--- src/rtl/conv_start_seq.sv ---
module conv_start_seq #(
  parameter int NCH = 4
) (
  input  logic       clk,
  input  logic       rst_n,
  input  logic       wr_en,
  input  logic       wr_addr,
  input  logic [7:0] wr_data,
  input  logic       rd_addr,
  output logic [7:0] rd_data,
  output logic       launch_valid,
  output logic [1:0] launch_chan,
  output logic       pipe_flush,
  input  logic       done_valid,
  input  logic [1:0] done_chan,
  output logic [3:0] dma_req,
  output logic       dma_grp
);
  localparam int CW = $clog2(NCH);

  logic           en_q, flush_q;
  logic [1:0]     grp_q;
  logic [NCH-1:0] pend_q, launch_mask, grp_mask, done_mask;
  logic [4:0]     cfgb_q;
  logic           wr_a, wr_b;

  assign wr_a = wr_en && !wr_addr;
  assign wr_b = wr_en && wr_addr;

  always_comb begin
    launch_chan = '0;
    for (int i = NCH-1; i >= 0; i--)
      if (pend_q[i]) launch_chan = CW'(i);
  end

  assign launch_valid = en_q && (|pend_q) && !flush_q;
  assign launch_mask  = launch_valid ? (NCH'(1) << launch_chan) : '0;
  assign pipe_flush   = flush_q;
  assign done_mask    = done_valid ? (NCH'(1) << done_chan) : '0;

  always_comb begin
    case (grp_q)
      2'b00:   grp_mask = 4'b0000;
      2'b01:   grp_mask = 4'b0011;
      2'b10:   grp_mask = 4'b0111;
      default: grp_mask = 4'b1111;
    endcase
  end

  always_ff @(posedge clk) begin
    if (!rst_n) begin
      en_q    <= 1'b0;
      flush_q <= 1'b0;
      grp_q   <= '0;
      pend_q  <= '0;
      cfgb_q  <= '0;
      dma_req <= '0;
      dma_grp <= 1'b0;
    end else begin
      pend_q  <= (pend_q & ~launch_mask) | (wr_a ? wr_data[5:2] : '0);
      flush_q <= wr_a && wr_data[1];
      if (wr_a) begin
        en_q  <= wr_data[0];
        grp_q <= wr_data[7:6];
      end
      if (wr_b) cfgb_q <= wr_data[4:0];
      dma_req <= done_mask;
      dma_grp <= |(done_mask & grp_mask);
    end
  end

  assign rd_data = rd_addr ? {3'b000, cfgb_q} : {grp_q, pend_q, 1'b0, en_q};

  p_launch_clears_r4: assert property (@(posedge clk) disable iff (!rst_n)
    launch_valid && !(wr_a && wr_data[2 + launch_chan]) |=> !pend_q[$past(launch_chan)]);
  p_flush_origin_r5: assert property (@(posedge clk) disable iff (!rst_n)
    pipe_flush |-> $past(wr_a && wr_data[1]));
  p_flush_quiet_r5: assert property (@(posedge clk) disable iff (!rst_n)
    pipe_flush |-> !launch_valid);
  p_disabled_idle_r9: assert property (@(posedge clk) disable iff (!rst_n)
    !en_q |-> !launch_valid);
  p_dma_follows_done_r7: assert property (@(posedge clk) disable iff (!rst_n)
    (|dma_req) |-> $past(done_valid));
  p_dma_single_r7: assert property (@(posedge clk) disable iff (!rst_n)
    $onehot0(dma_req));
  p_grp_needs_chan_r8: assert property (@(posedge clk) disable iff (!rst_n)
    dma_grp |-> (|dma_req));
  p_resv_zero_r11: assert property (@(posedge clk) disable iff (!rst_n)
    rd_addr |-> rd_data[7:5] == 3'b000);
endmodule

--- config.mk ---
export PLATFORM = sky130hd
export DESIGN_NAME = conv_start_seq
export DESIGN_NICKNAME = d
export VERILOG_FILES = /design/src/rtl/conv_start_seq.sv
export SDC_FILE = /design/constraint.sdc
export NUM_CORES = 1
export LEC_CHECK = 0
export BUFFER_PORTS_ARGS = -buffer_cell sky130_fd_sc_hd__buf_2
export CAP_MARGIN = 20
export CORE_AREA = 2 2 41 62
export DETAILED_ROUTE_END_ITERATION = 16
export DIE_AREA = 0 0 43 64
export PLACE_DENSITY_LB_ADDON = 0.2
export SLEW_MARGIN = 30
export SYNTH_ARGS = -nofsm -noshare
export SYNTH_HDL_FRONTEND = slang
export SYNTH_SLANG_ARGS = --single-unit
--- constraint.sdc ---
create_clock -name clk -period 1.8 [get_ports clk]
set_input_delay 0.27 -clock clk [delete_from_list [all_inputs] [get_ports clk]]
set_output_delay 0.27 -clock clk [all_outputs]
set_load 0.1 [all_outputs]
# [Yosys cells after proc, flatten, opt, wreduce, memory -nomap -nowiden]
# Index checks and enable logic that the tools add are counted.
[totals] ff_bits=18 inputBits=16 output_inout_bits=17 wordCells=34
[classes] eq_ne=2 n_shift=2 muxes=9 n_bitwise=4 reduce_logical=10
[op_table] cell="4-bit 2-to-1 mux" count=3
[op_table] cell="4-bit one-hot mux with 3 select lines" count=1
[op_table] cell="4-bit bitwise AND" count=2
[op_table] cell="2-bit 2-to-1 mux" count=4
[op_table] cell="8-bit 2-to-1 mux" count=1
[op_table] cell="4-bit OR reduction" count=2
[op_table] cell="1-bit by 2-bit << shifter with 4-bit output (first input constant)" count=2
[op_table] cell="1-bit logical AND" count=5
[op_table] cell="4-bit NOT" count=1
[op_table] cell="4-bit OR" count=1
[op_table] cell="2-bit by 1-bit == test with 1-bit output (second input constant)" count=1
[op_table] cell="2-bit == test (second input constant)" count=1
[op_table] cell="1-bit logical NOT" count=2
[op_table] cell="2-bit logical NOT" count=1

# [Logic depth before layout (Yosys ltp)]
# Gate-level depths: netlist of run 1.
[depth] word_depth=9 ltp_mapped=4 mapped_depth_nobuf=3

# [Least setup slack after synthesis of run 1]
# No wires, ideal clock.
[synth_path] path_type="input port to output port" start="input port rd_addr" end="output port rd_data[4]" arrival_ns=2.548 setup_slack_ns=-1.018 stages=2 path_buffers=1 cell_sequence="buf_2 -> o21ai_0"
[synth_between] elab_chain_len=1
[synth_rtl] element="start: declaration" line="9" text="input logic rd_addr,"
[synth_rtl] element="8-bit 2-to-1 mux" line="72" text="assign rd_data = rd_addr ? {3'b000, cfgb_q} : {grp_q, pend_q, 1'b0, en_q};"
[synth_rtl] element="end: declaration" line="10" text="output logic [7:0] rd_data,"
# Every way passes these cells.

# [Worst setup path after layout of run 1]
[layout_path] start="register pend_q[1]" end="output port rd_data[3]"
[layout_between] elab_chain_len=1
[layout_rtl] element="start: declaration" line="23" text="logic [NCH-1:0] pend_q, launch_mask, grp_mask, done_mask;"
[layout_rtl] element="start signal: assignment" line="60" text="pend_q <= (pend_q & ~launch_mask) | (wr_a ? wr_data[5:2] : '0);"
[layout_rtl] element="8-bit 2-to-1 mux" line="72"
# Every way passes these cells.

==> results.sh, run 1 <==
export IMPL_cts_tree="yes"
export IMPL_die_h_um=64
export IMPL_die_area_um2=2752
export IMPL_end_kind="output port"
export IMPL_die_w_um=43
export IMPL_slew_headroom=0.6751
export IMPL_dp_slack_ns=0.3257
export IMPL_netSwitchingFraction=0.3514
export IMPL_num_antenna_cells=0
export IMPL_crit_path_max_fanout=7
export IMPL_gr_usage_all_layers=0.1527
export IMPL_max_stage_delay_ns=0.48
export IMPL_final_net_count=132
export IMPL_rsz0062_at_grt="no"
export IMPL_fin_crit_ns=1.695
export IMPL_grt_pass1_vias=721
export IMPL_holdBufCountCts=0
export IMPL_dpl_hpwl_um=1405
export IMPL_nFillCells=233
export IMPL_slew_viol_final=0
export IMPL_irDropWorstVdd_uv=461.2
export IMPL_clk_pin_slew_ns=0.10
export IMPL_seq_area_frac_synth=0.4760
export IMPL_start_util=0.3430
export IMPL_p_switching_w=0.0003201
export IMPL_min_to="dma_req[2]$_SDFF_PN0_"
export IMPL_io_buffers=32
export IMPL_seqPwrFrac=0.471
export IMPL_antenna_found_initial=0
export IMPL_yosys_area_top_type="dfxtp_1"
export IMPL_gp_congestion=0.7514
export IMPL_fmax_mhz=590.0
export IMPL_min_from="done_chan[0]"
export IMPL_r2r_cells=3
export IMPL_fin_crit_sh=0.9416
export IMPL_cts_sinks=18
export IMPL_pwr_share_comb=0.247
export IMPL_p_int_w=0.0005907
export IMPL_tightest_slew_ns=0.4907
export IMPL_path_buf_inv=1
export IMPL_final_layout_size_suffix_gt1_frac=0.3913
export IMPL_via_count=687
export IMPL_wl_um=1818
export IMPL_final_common_cell="buf_2"
export IMPL_grt_ovfl_total=0
export IMPL_reg2reg_setup_slack_ns=0.69
export IMPL_core_rowCount=21
export IMPL_drv_cap=0
export IMPL_finalHoldViolCount=0
export IMPL_leakage_nw=0.4459
export IMPL_crit_arrival_ns=1.42
export IMPL_p_per_area_nw_per_um2=916.8
export IMPL_area_growth_pct=31.24
export IMPL_drtIter0Drc=5
export IMPL_final_cell_mix="buf_2 (30), dfxtp_1 (17), nand2_1 (12)"
export IMPL_via_per_inst=4.978
export IMPL_wire_per_inst_um=13.17
export IMPL_critPathSlowestCell="dfxtp_1"
export IMPL_core_area_um2=2207
export IMPL_ys_types=25
export IMPL_syn_area_um2=757.0
export IMPL_drt_pass1_iterations=4
export IMPL_setup_slack_ns=0.1051
export IMPL_synth_top_cell_area_share=0.4760
export IMPL_setup_viol=0
export IMPL_ys_warn_count=0
export IMPL_clk_latency_ns=0.30
export IMPL_setup_tns_final_ns=0
export IMPL_grt_max_degree=18
export IMPL_grt_pass1_wl_um=3132
export IMPL_root_buffer="clkbuf_4"
export IMPL_crit_chain="mux2_2 > buf_2"
export IMPL_synth_fp_nets=99
export IMPL_route_antenna_remaining_nets=0
export IMPL_r2r_start="pipe_flush$_SDFF_PN0_"
export IMPL_clockBufferDepth=2
export IMPL_r2r_end="pend_q[2]$_SDFF_PN0_"
export IMPL_crit_family="flip-flops"
export IMPL_synth_seq_cells=18
export IMPL_ys_top_cells_by_area="dfxtp_1 (48%), nor2b_1 (6.6%), a21boi_0 (6.0%)"
export IMPL_status="finished clean"
export IMPL_cp_required_ns=1.53
export IMPL_startpoint_type="register"
export IMPL_ios=33
export IMPL_min_path_cells=2
export IMPL_fin_skew_ns=0.001306
export IMPL_cts_inserted_buffers=3
export IMPL_cts_max_level=1
export IMPL_syn_avg_cell_area_um2=9.120
export IMPL_drcViolationCount=0
export IMPL_clkPwrFrac=0.281
export IMPL_critPathKind="register to output port"
export IMPL_min_path_type="input port to register"
export IMPL_synth_cells=83
-- registers in the layout, summed over array words and instances, names as in the netlist --
register    cells
cfgb_q          5
dma_req         4
pend_q          4
grp_q           2
dma_grp         1
en_q            1
pipe_flush      1
-- metrics by stage --
stage | util | hold WS [ns] | power [W] | instances | instance area, um2
4_1_cts | 0.4490 | 0.1766 | 0.0009154 | 138 | 991.0
5_1_grt | 0.4501 | 0.1780 | 0.0009517 | 138 | 993.5
6_report | 0.4501 | 0.1753 | 0.0009108 | 138 | 993.5
2_1_floorplan | - | 0.3458 | 0.0006158 | 83 | 787.0
3_5_place_dp | 0.4314 | 0.4638 | 0.0006643 | 134 | 952.2
3_3_place_gp | 0.4314 | 0.4484 | 0.0006613 | 134 | 952.2
-- how the worst max path moves through the flow --
stage               cells after the start                  from  slack (ns)           end
finish                                  2  pend_q[1]$_SDFF_PN0_        0.11    rd_data[3]
global route                            2  pend_q[1]$_SDFF_PN0_        0.06    rd_data[3]
CTS                                     2  pend_q[0]$_SDFF_PN0_        0.04    rd_data[2]
detailed placement                      3  pend_q[0]$_SDFF_PN0_        0.33  launch_valid
global placement                        3  pend_q[0]$_SDFF_PN0_        0.36  launch_valid
floorplan                               2               rd_addr       -0.24    rd_data[5]
-- power groups by stage --
stage / Combinational [W] / Sequential [W] / Clock (W)
2_1_floorplan: 0.000158 / 0.000457 / 0
3_3_place_gp: 0.000223 / 0.000438 / 0
3_5_place_dp: 0.000226 / 0.000439 / 0
4_1_cts: 0.000226 / 0.000429 / 0.000260
5_1_grt: 0.000240 / 0.000432 / 0.000280
6_report: 0.000225 / 0.000429 / 0.000256
-- area by class of cell --
class / count / area, um2 / area share
Clock buffer: 4 / 36.28 / 0.03652
Inverter: 1 / 3.754 / 0.003778
Multi-Input combinational cell: 60 / 397.9 / 0.4005
Sequential cell: 18 / 361.6 / 0.3640
Tap cell: 23 / 28.78 / 0.02897
Timing Repair Buffer: 32 / 165.2 / 0.1662
-- worst reg2reg max path, cell delays in order, from the launching register on --
cell	delay [ns]
dfxtp_2	0.33
nand2b_1	0.22
o311ai_0	0.37
nand2_1	0.08
-- per-layer routing --
layer | GRT usage | share of wire | wire length, um
met3 | 0.02260 | 0.055 | 100
met2 | 0.2538 | 0.49 | 893
met5 | 0 | 0 | 0
met1 | 0.1804 | 0.43 | 774
met4 | 0.09091 | 0.027 | 49
-- cell usage after synthesis (all sizes together) --
| cell type | instances |
|---|---|
| o21ai | 1 |
| a21boi | 6 |
| o211ai | 1 |
| buf | 2 |
| nor2 | 3 |
| nor3b | 2 |
| mux2 | 3 |
| inv | 1 |
| nand2b | 1 |
| nand3 | 7 |
| dfxtp | 18 |
| and2 | 1 |
| o311ai | 1 |
| nor2b | 9 |
| a22oi | 1 |
| nor3 | 3 |
| clkbuf | 2 |
| a21oi | 3 |
| mux2i | 3 |
| o41ai | 1 |
| and3 | 1 |
| and4 | 1 |
| nand2 | 12 |
-- cell families after synthesis --
family                 after synthesis  share of synthesized area
AO/OA/AOI/OAI                       14                     0.1289
AND/OR/NAND/NOR                     40                     0.2744
buffers and inverters                5                    0.03636
flip-flops                          18                     0.4760
multiplexers                         6                    0.08430
-- repair_timing --
| item | 4_1_cts | 5_1_grt |
|---|---|---|
| setup buffers | 0 | 0 |
| setup endpoints to repair | 1 | 1 |
| gates resized for setup | 1 | 1 |
Power figures use the tool's default switching activity.
==> run 2: changes to the inputs <==
--- a/config.mk
+++ b/config.mk
@@ -10,6 +10,7 @@
 export CORE_AREA = 2 2 41 62
 export DETAILED_ROUTE_END_ITERATION = 16
 export DIE_AREA = 0 0 43 64
+export MAX_ROUTING_LAYER = met4
 export PLACE_DENSITY_LB_ADDON = 0.2
 export SLEW_MARGIN = 30
 export SYNTH_ARGS = -nofsm -noshare
==> constraint.sdc (replaced) <==
create_clock -name clk -period 1.5 [get_ports clk]
set_input_delay 0.225 -clock clk [delete_from_list [all_inputs] [get_ports clk]]
set_output_delay 0.225 -clock clk [all_outputs]
set_load 0.1 [all_outputs]
==> results.sh, run 2 (same netlist as run 1, synthesis figures left out) <==
export IMPL_grt_met1_usage=0.1469
export IMPL_drcViolationCount=0
export IMPL_final_common_cell="buf_2"
export IMPL_startpoint_type="register"
export IMPL_regMostFlops="cfgb_q"
export IMPL_critPathSlowestCell="dfxtp_2"
export IMPL_drt_pass1_iterations=4
export IMPL_cts_inserted_buffers=3
export IMPL_grt_pass1_vias=672
export IMPL_crit_family="flip-flops"
export IMPL_final_cell_mix="buf_2 (22), dfxtp_1 (13), nand2_1 (12)"
export IMPL_p_switching_w=0.0003771
export IMPL_nFillCells=222
export IMPL_fmax_mhz=696.8
export IMPL_finalHoldViolCount=0
export IMPL_leakage_nw=0.4748
export IMPL_grt_pass1_wl_um=2835
export IMPL_placed_area_um2=1056
export IMPL_holdBufCountCts=0
export IMPL_setup_viol=0
export IMPL_status="finished clean"
export IMPL_final_area_um2=1115
export IMPL_netSwitchingFraction=0.3368
export IMPL_drv_cap=0
export IMPL_root_buffer="clkbuf_4"
export IMPL_p_per_area_nw_per_um2=1004
export IMPL_cts_tree="yes"
export IMPL_largest_register_ffs=5
export IMPL_crit_chain="nor2_2 > nor3_2 > buf_12"
export IMPL_final_layout_size_suffix_gt1_frac=0.4483
export IMPL_start_util=0.3430
export IMPL_min_path_type="input port to register"
export IMPL_final_cells=139
export IMPL_num_antenna_cells=0
export IMPL_area_growth_pct=47.27
export IMPL_gp_congestion=0.8729
export IMPL_reg2reg_setup_slack_ns=0.36
export IMPL_final_net_count=133
export IMPL_grt_ovfl_total=0
export IMPL_slew_viol_final=0
export IMPL_die_h_um=64
export IMPL_wl_um=1849
export IMPL_die_w_um=43
export IMPL_route_antenna_remaining_nets=0
export IMPL_wire_per_inst_um=13.30
export IMPL_die_area_um2=2752
export IMPL_dp_cells=134
export IMPL_end_kind="output port"
export IMPL_via_count=692
export IMPL_fin_skew_ns=0.004417
export IMPL_clk_latency_ns=0.29
export IMPL_path_buf_inv=1
export IMPL_fin_crit_ns=1.435
export IMPL_drtIter0Drc=20
export IMPL_power_w=0.001119
export IMPL_reg_top3="cfgb_q x5, dma_req x4, pend_q x4"
export IMPL_p_int_w=0.0007424
export IMPL_setup_slack_ns=0.06480
export IMPL_gr_usage_all_layers=0.1438
export IMPL_gr_usage_met2=0.2500
export IMPL_min_from="done_chan[0]"
export IMPL_clockBufferDepth=2
export IMPL_r2r_start="pipe_flush$_SDFF_PN0_"
export IMPL_antenna_found_initial=0
export IMPL_pwr_share_comb=0.279
export IMPL_max_stage_delay_ns=0.37
export IMPL_via_per_inst=4.978
export IMPL_crit_path_max_fanout=4
export IMPL_ios=33
export IMPL_crit_path_start="pend_q[2]$_SDFF_PN0_"
export IMPL_io_buffers=32
export IMPL_tightest_slew_ns=0.4888
export IMPL_rsz0062_at_grt="no"
export IMPL_cp_required_ns=1.27
export IMPL_fin_crit_sh=0.9568
export IMPL_dp_slack_ns=0.1930
export IMPL_core_rowCount=21
export IMPL_critPathKind="register to output port"
export IMPL_met3_usage=0.02825
export IMPL_grt_max_degree=18
export IMPL_slew_headroom=0.6764
export IMPL_irDropWorstVdd_uv=461.6
export IMPL_whs_ns=0.1525
export IMPL_seqPwrFrac=0.459
export IMPL_grt_busiest_layer="met2"
export IMPL_cts_max_level=1
export IMPL_dpl_hpwl_um=1459
export IMPL_clkPwrFrac=0.262
export IMPL_core_area_um2=2207
export IMPL_crit_arrival_ns=1.21
export IMPL_clk_pin_slew_ns=0.10
export IMPL_cts_sinks=18
run 2: changes by cell type in the layout (fill, tap and decap cells not counted):
| cell | previous run | this run |
|---|---|---|
| nor2_1 | 2 | 1 |
| buf_12 | 0 | 7 |
| dfxtp_1 | 17 | 13 |
| nor2_2 | 1 | 2 |
| nor3_2 | 0 | 1 |
| buf_2 | 30 | 22 |
| dfxtp_4 | 0 | 1 |
| nand2b_1 | 1 | 0 |
| nand2b_2 | 0 | 1 |
| buf_4 | 1 | 3 |
| nor3_4 | 1 | 0 |
| dfxtp_2 | 1 | 4 |
run 2: worst paths after layout:
| kind | end | cells after the start |
|---|---|---|
| setup / recovery | launch_chan[1] | 3 |
| hold / removal | dma_req[2]$_SDFF_PN0_ | 2 |
| setup reg to reg | pend_q[3]$_SDFF_PN0_ | 3 |
| hold reg to reg | cfgb_q[1]$_SDFFE_PN0P_ | 2 |
run 2: repair_timing:
action                     in CTS  in global routing
setup endpoints to repair       3                  5
setup buffers                   0                  1
resized for setup               3                  5
pin swaps                       0                  1
run 2: area by class of cell:
cell class | instances | area, um2 | share of cell area
clock buffers | 4 | 36.28 | 0.03255
flip-flops and latches | 18 | 369.1 | 0.3311
well taps | 23 | 28.78 | 0.02581
multi-input cells | 60 | 396.6 | 0.3558
inverters | 1 | 3.754 | 0.003367
repair buffers | 33 | 280.3 | 0.2514
run 2: per-stage QoR:
stage          setup TNS [ns]  utilization
6_report                    0       0.5051
4_1_cts                     0       0.4977
2_1_floorplan          -1.756            -
3_5_place_dp                0       0.4785
3_3_place_gp                0       0.4785
5_1_grt                     0       0.5051
run 2: power groups by stage:
stage	Clock (W)	Sequential, W	Combinational, W
floorplan	0	0.000547	0.000188
global placement	0	0.000523	0.000306
detailed placement	0	0.000523	0.000309
CTS	0.000303	0.000513	0.000311
global route	0.000327	0.000517	0.000327
finish	0.000293	0.000514	0.000313
run 2: routing by layer:
layer	vias up	wire [um]
li1	352	-
met1	313	736
met2	25	984
met3	2	108
met4	0	20
met5	-	0
==> run 3: changes to the inputs <==
--- a/config.mk
+++ b/config.mk
@@ -7,9 +7,9 @@
 export LEC_CHECK = 0
 export BUFFER_PORTS_ARGS = -buffer_cell sky130_fd_sc_hd__buf_2
 export CAP_MARGIN = 20
-export CORE_AREA = 2 2 41 62
+export CORE_AREA = 2 2 47 49
 export DETAILED_ROUTE_END_ITERATION = 16
-export DIE_AREA = 0 0 43 64
+export DIE_AREA = 0 0 49 51
 export MAX_ROUTING_LAYER = met4
 export PLACE_DENSITY_LB_ADDON = 0.2
 export SLEW_MARGIN = 30
==> results.sh, run 3 (same netlist as run 1, synthesis figures left out) <==
export IMPL_clk_latency_ns=0.29
export IMPL_seqPwrFrac=0.457
export IMPL_clk_pin_slew_ns=0.10
export IMPL_setup_slack_ns=0.04980
export IMPL_dpl_hpwl_um=1331
export IMPL_grt_pass1_vias=649
export IMPL_status="finished clean"
export IMPL_dp_slack_ns=0.1903
export IMPL_holdBufCountCts=0
export IMPL_grt_ovfl_total=0
export IMPL_largest_register_ffs=5
export IMPL_grt_pass1_wl_um=2904
export IMPL_irDropWorstVdd_uv=732.5
export IMPL_fin_crit_sh=0.9668
export IMPL_die_area_um2=2499
export IMPL_netSwitchingFraction=0.3393
export IMPL_die_h_um=51
export IMPL_crit_arrival_ns=1.23
export IMPL_fin_crit_ns=1.450
export IMPL_core_area_um2=2063
export IMPL_p_per_area_nw_per_um2=997.8
export IMPL_final_net_count=132
export IMPL_ios=33
export IMPL_cts_inserted_buffers=3
export IMPL_ff_latch_area_um2=369.1
export IMPL_drv_cap=0
export IMPL_clkPwrFrac=0.265
export IMPL_root_buffer="clkbuf_4"
export IMPL_regMostFlops="cfgb_q"
export IMPL_leakage_nw=0.4728
export IMPL_cts_tree="yes"
export IMPL_pwr_share_comb=0.278
export IMPL_route_antenna_remaining_nets=0
export IMPL_tightest_slew_ns=0.4908
export IMPL_setup_viol=0
export IMPL_final_common_cell="buf_2"
export IMPL_clockBufferDepth=2
export IMPL_nFillCells=213
export IMPL_final_cells=143
export IMPL_final_cell_mix="buf_2 (21), dfxtp_1 (13), nand2_1 (12)"
export IMPL_io_buffers=32
export IMPL_slew_viol_final=0
export IMPL_final_area_um2=1129
export IMPL_fin_util=0.5470
export IMPL_end_kind="output port"
export IMPL_wire_per_inst_um=12.26
export IMPL_multi_input_area_um2=396.6
export IMPL_area_growth_pct=49.09
export IMPL_p_switching_w=0.0003821
export IMPL_cts_max_level=1
export IMPL_slew_headroom=0.6750
export IMPL_drt_pass1_iterations=4
export IMPL_dp_cells=139
export IMPL_p_int_w=0.0007440
export IMPL_via_count=712
export IMPL_gr_usage_all_layers=0.1611
export IMPL_drcViolationCount=0
export IMPL_wl_um=1753
export IMPL_grt_max_degree=18
export IMPL_gp_congestion=0.7082
export IMPL_critPathKind="register to output port"
export IMPL_core_rowCount=17
export IMPL_die_w_um=49
export IMPL_startpoint_type="register"
export IMPL_fin_skew_ns=0.003072
export IMPL_cp_required_ns=1.27
export IMPL_reg_top3="cfgb_q x5, dma_req x4, pend_q x4"
export IMPL_start_util=0.3669
export IMPL_via_per_inst=4.979
export IMPL_crit_path_max_fanout=4
export IMPL_whs_ns=0.1351
export IMPL_drtIter0Drc=4
export IMPL_antenna_found_initial=0
export IMPL_finalHoldViolCount=0
export IMPL_num_antenna_cells=0
export IMPL_cts_sinks=18
export IMPL_final_layout_size_suffix_gt1_frac=0.4435
export IMPL_min_path_type="input port to register"
export IMPL_fmax_mhz=689.6
export IMPL_post_cts_buffers=0
export IMPL_placed_area_um2=1077
==> run 3: cell count changes in the layout (fill, tap and decap cells not counted), sizes merged <==
| cell | change |
|---|---|
| clkbuf | -1 |
==> run 3: path summary, 6_finish.rpt <==
path	start	end	slack, ns	depth (start not counted)
max reg2reg	pipe_flush$_SDFF_PN0_	pend_q[3]$_SDFF_PN0_	0.37	3
min reg2reg	cfgb_q[1]$_SDFFE_PN0P_	cfgb_q[1]$_SDFFE_PN0P_	0.46	2
min	done_chan[0]	dma_req[2]$_SDFF_PN0_	0.14	2
max	pend_q[3]$_SDFF_PN0_	launch_chan[1]	0.05	3
==> run 3: area by class of cell <==
class | count | share of cell area
clock buffers | 4 | 0.03215
inverters | 1 | 0.003326
multi-input cells | 60 | 0.3514
flip-flops and latches | 18 | 0.3271
well taps | 28 | 0.03104
repair buffers | 32 | 0.2550
==> run 3: what timing repair did <==
item,CTS,global route
cloned,0,0
gates resized for setup,4,4
setup endpoints to repair,4,3
endpoints found under the hold margin,0,0
pin swaps,0,1
==> run 3: power groups by stage <==
stage / logic [W] / clock network (W) / registers (W)
finish: 0.000313 / 0.000298 / 0.000515
global route: 0.000328 / 0.000328 / 0.000518
CTS: 0.000314 / 0.000309 / 0.000513
detailed placement: 0.000311 / 0 / 0.000523
global placement: 0.000307 / 0 / 0.000522
floorplan: 0.000188 / 0 / 0.000547
==> run 3: worst max-delay path, cell delays in order, from the launching register on <==
cell	delay [ns]
dfxtp_2	0.37
nor2_2	0.07
nor3_2	0.27
buf_12	0.21
==> run 3: layer usage <==
layer,track usage,routed length [um],vias up
met3,0.02339,77,4
li1,-,-,353
met5,-,0,-
met1,0.1749,736,336
met2,0.2808,901,19
met4,0.1000,38,0
==> run 3: metrics by stage <==
stage	TNS [ns]	power (W)
6_report	0	0.001126
5_1_grt	-0.009494	0.001175
4_1_cts	0	0.001135
3_5_place_dp	0	0.0008338
3_3_place_gp	0	0.0008290
2_1_floorplan	-1.756	0.0007351
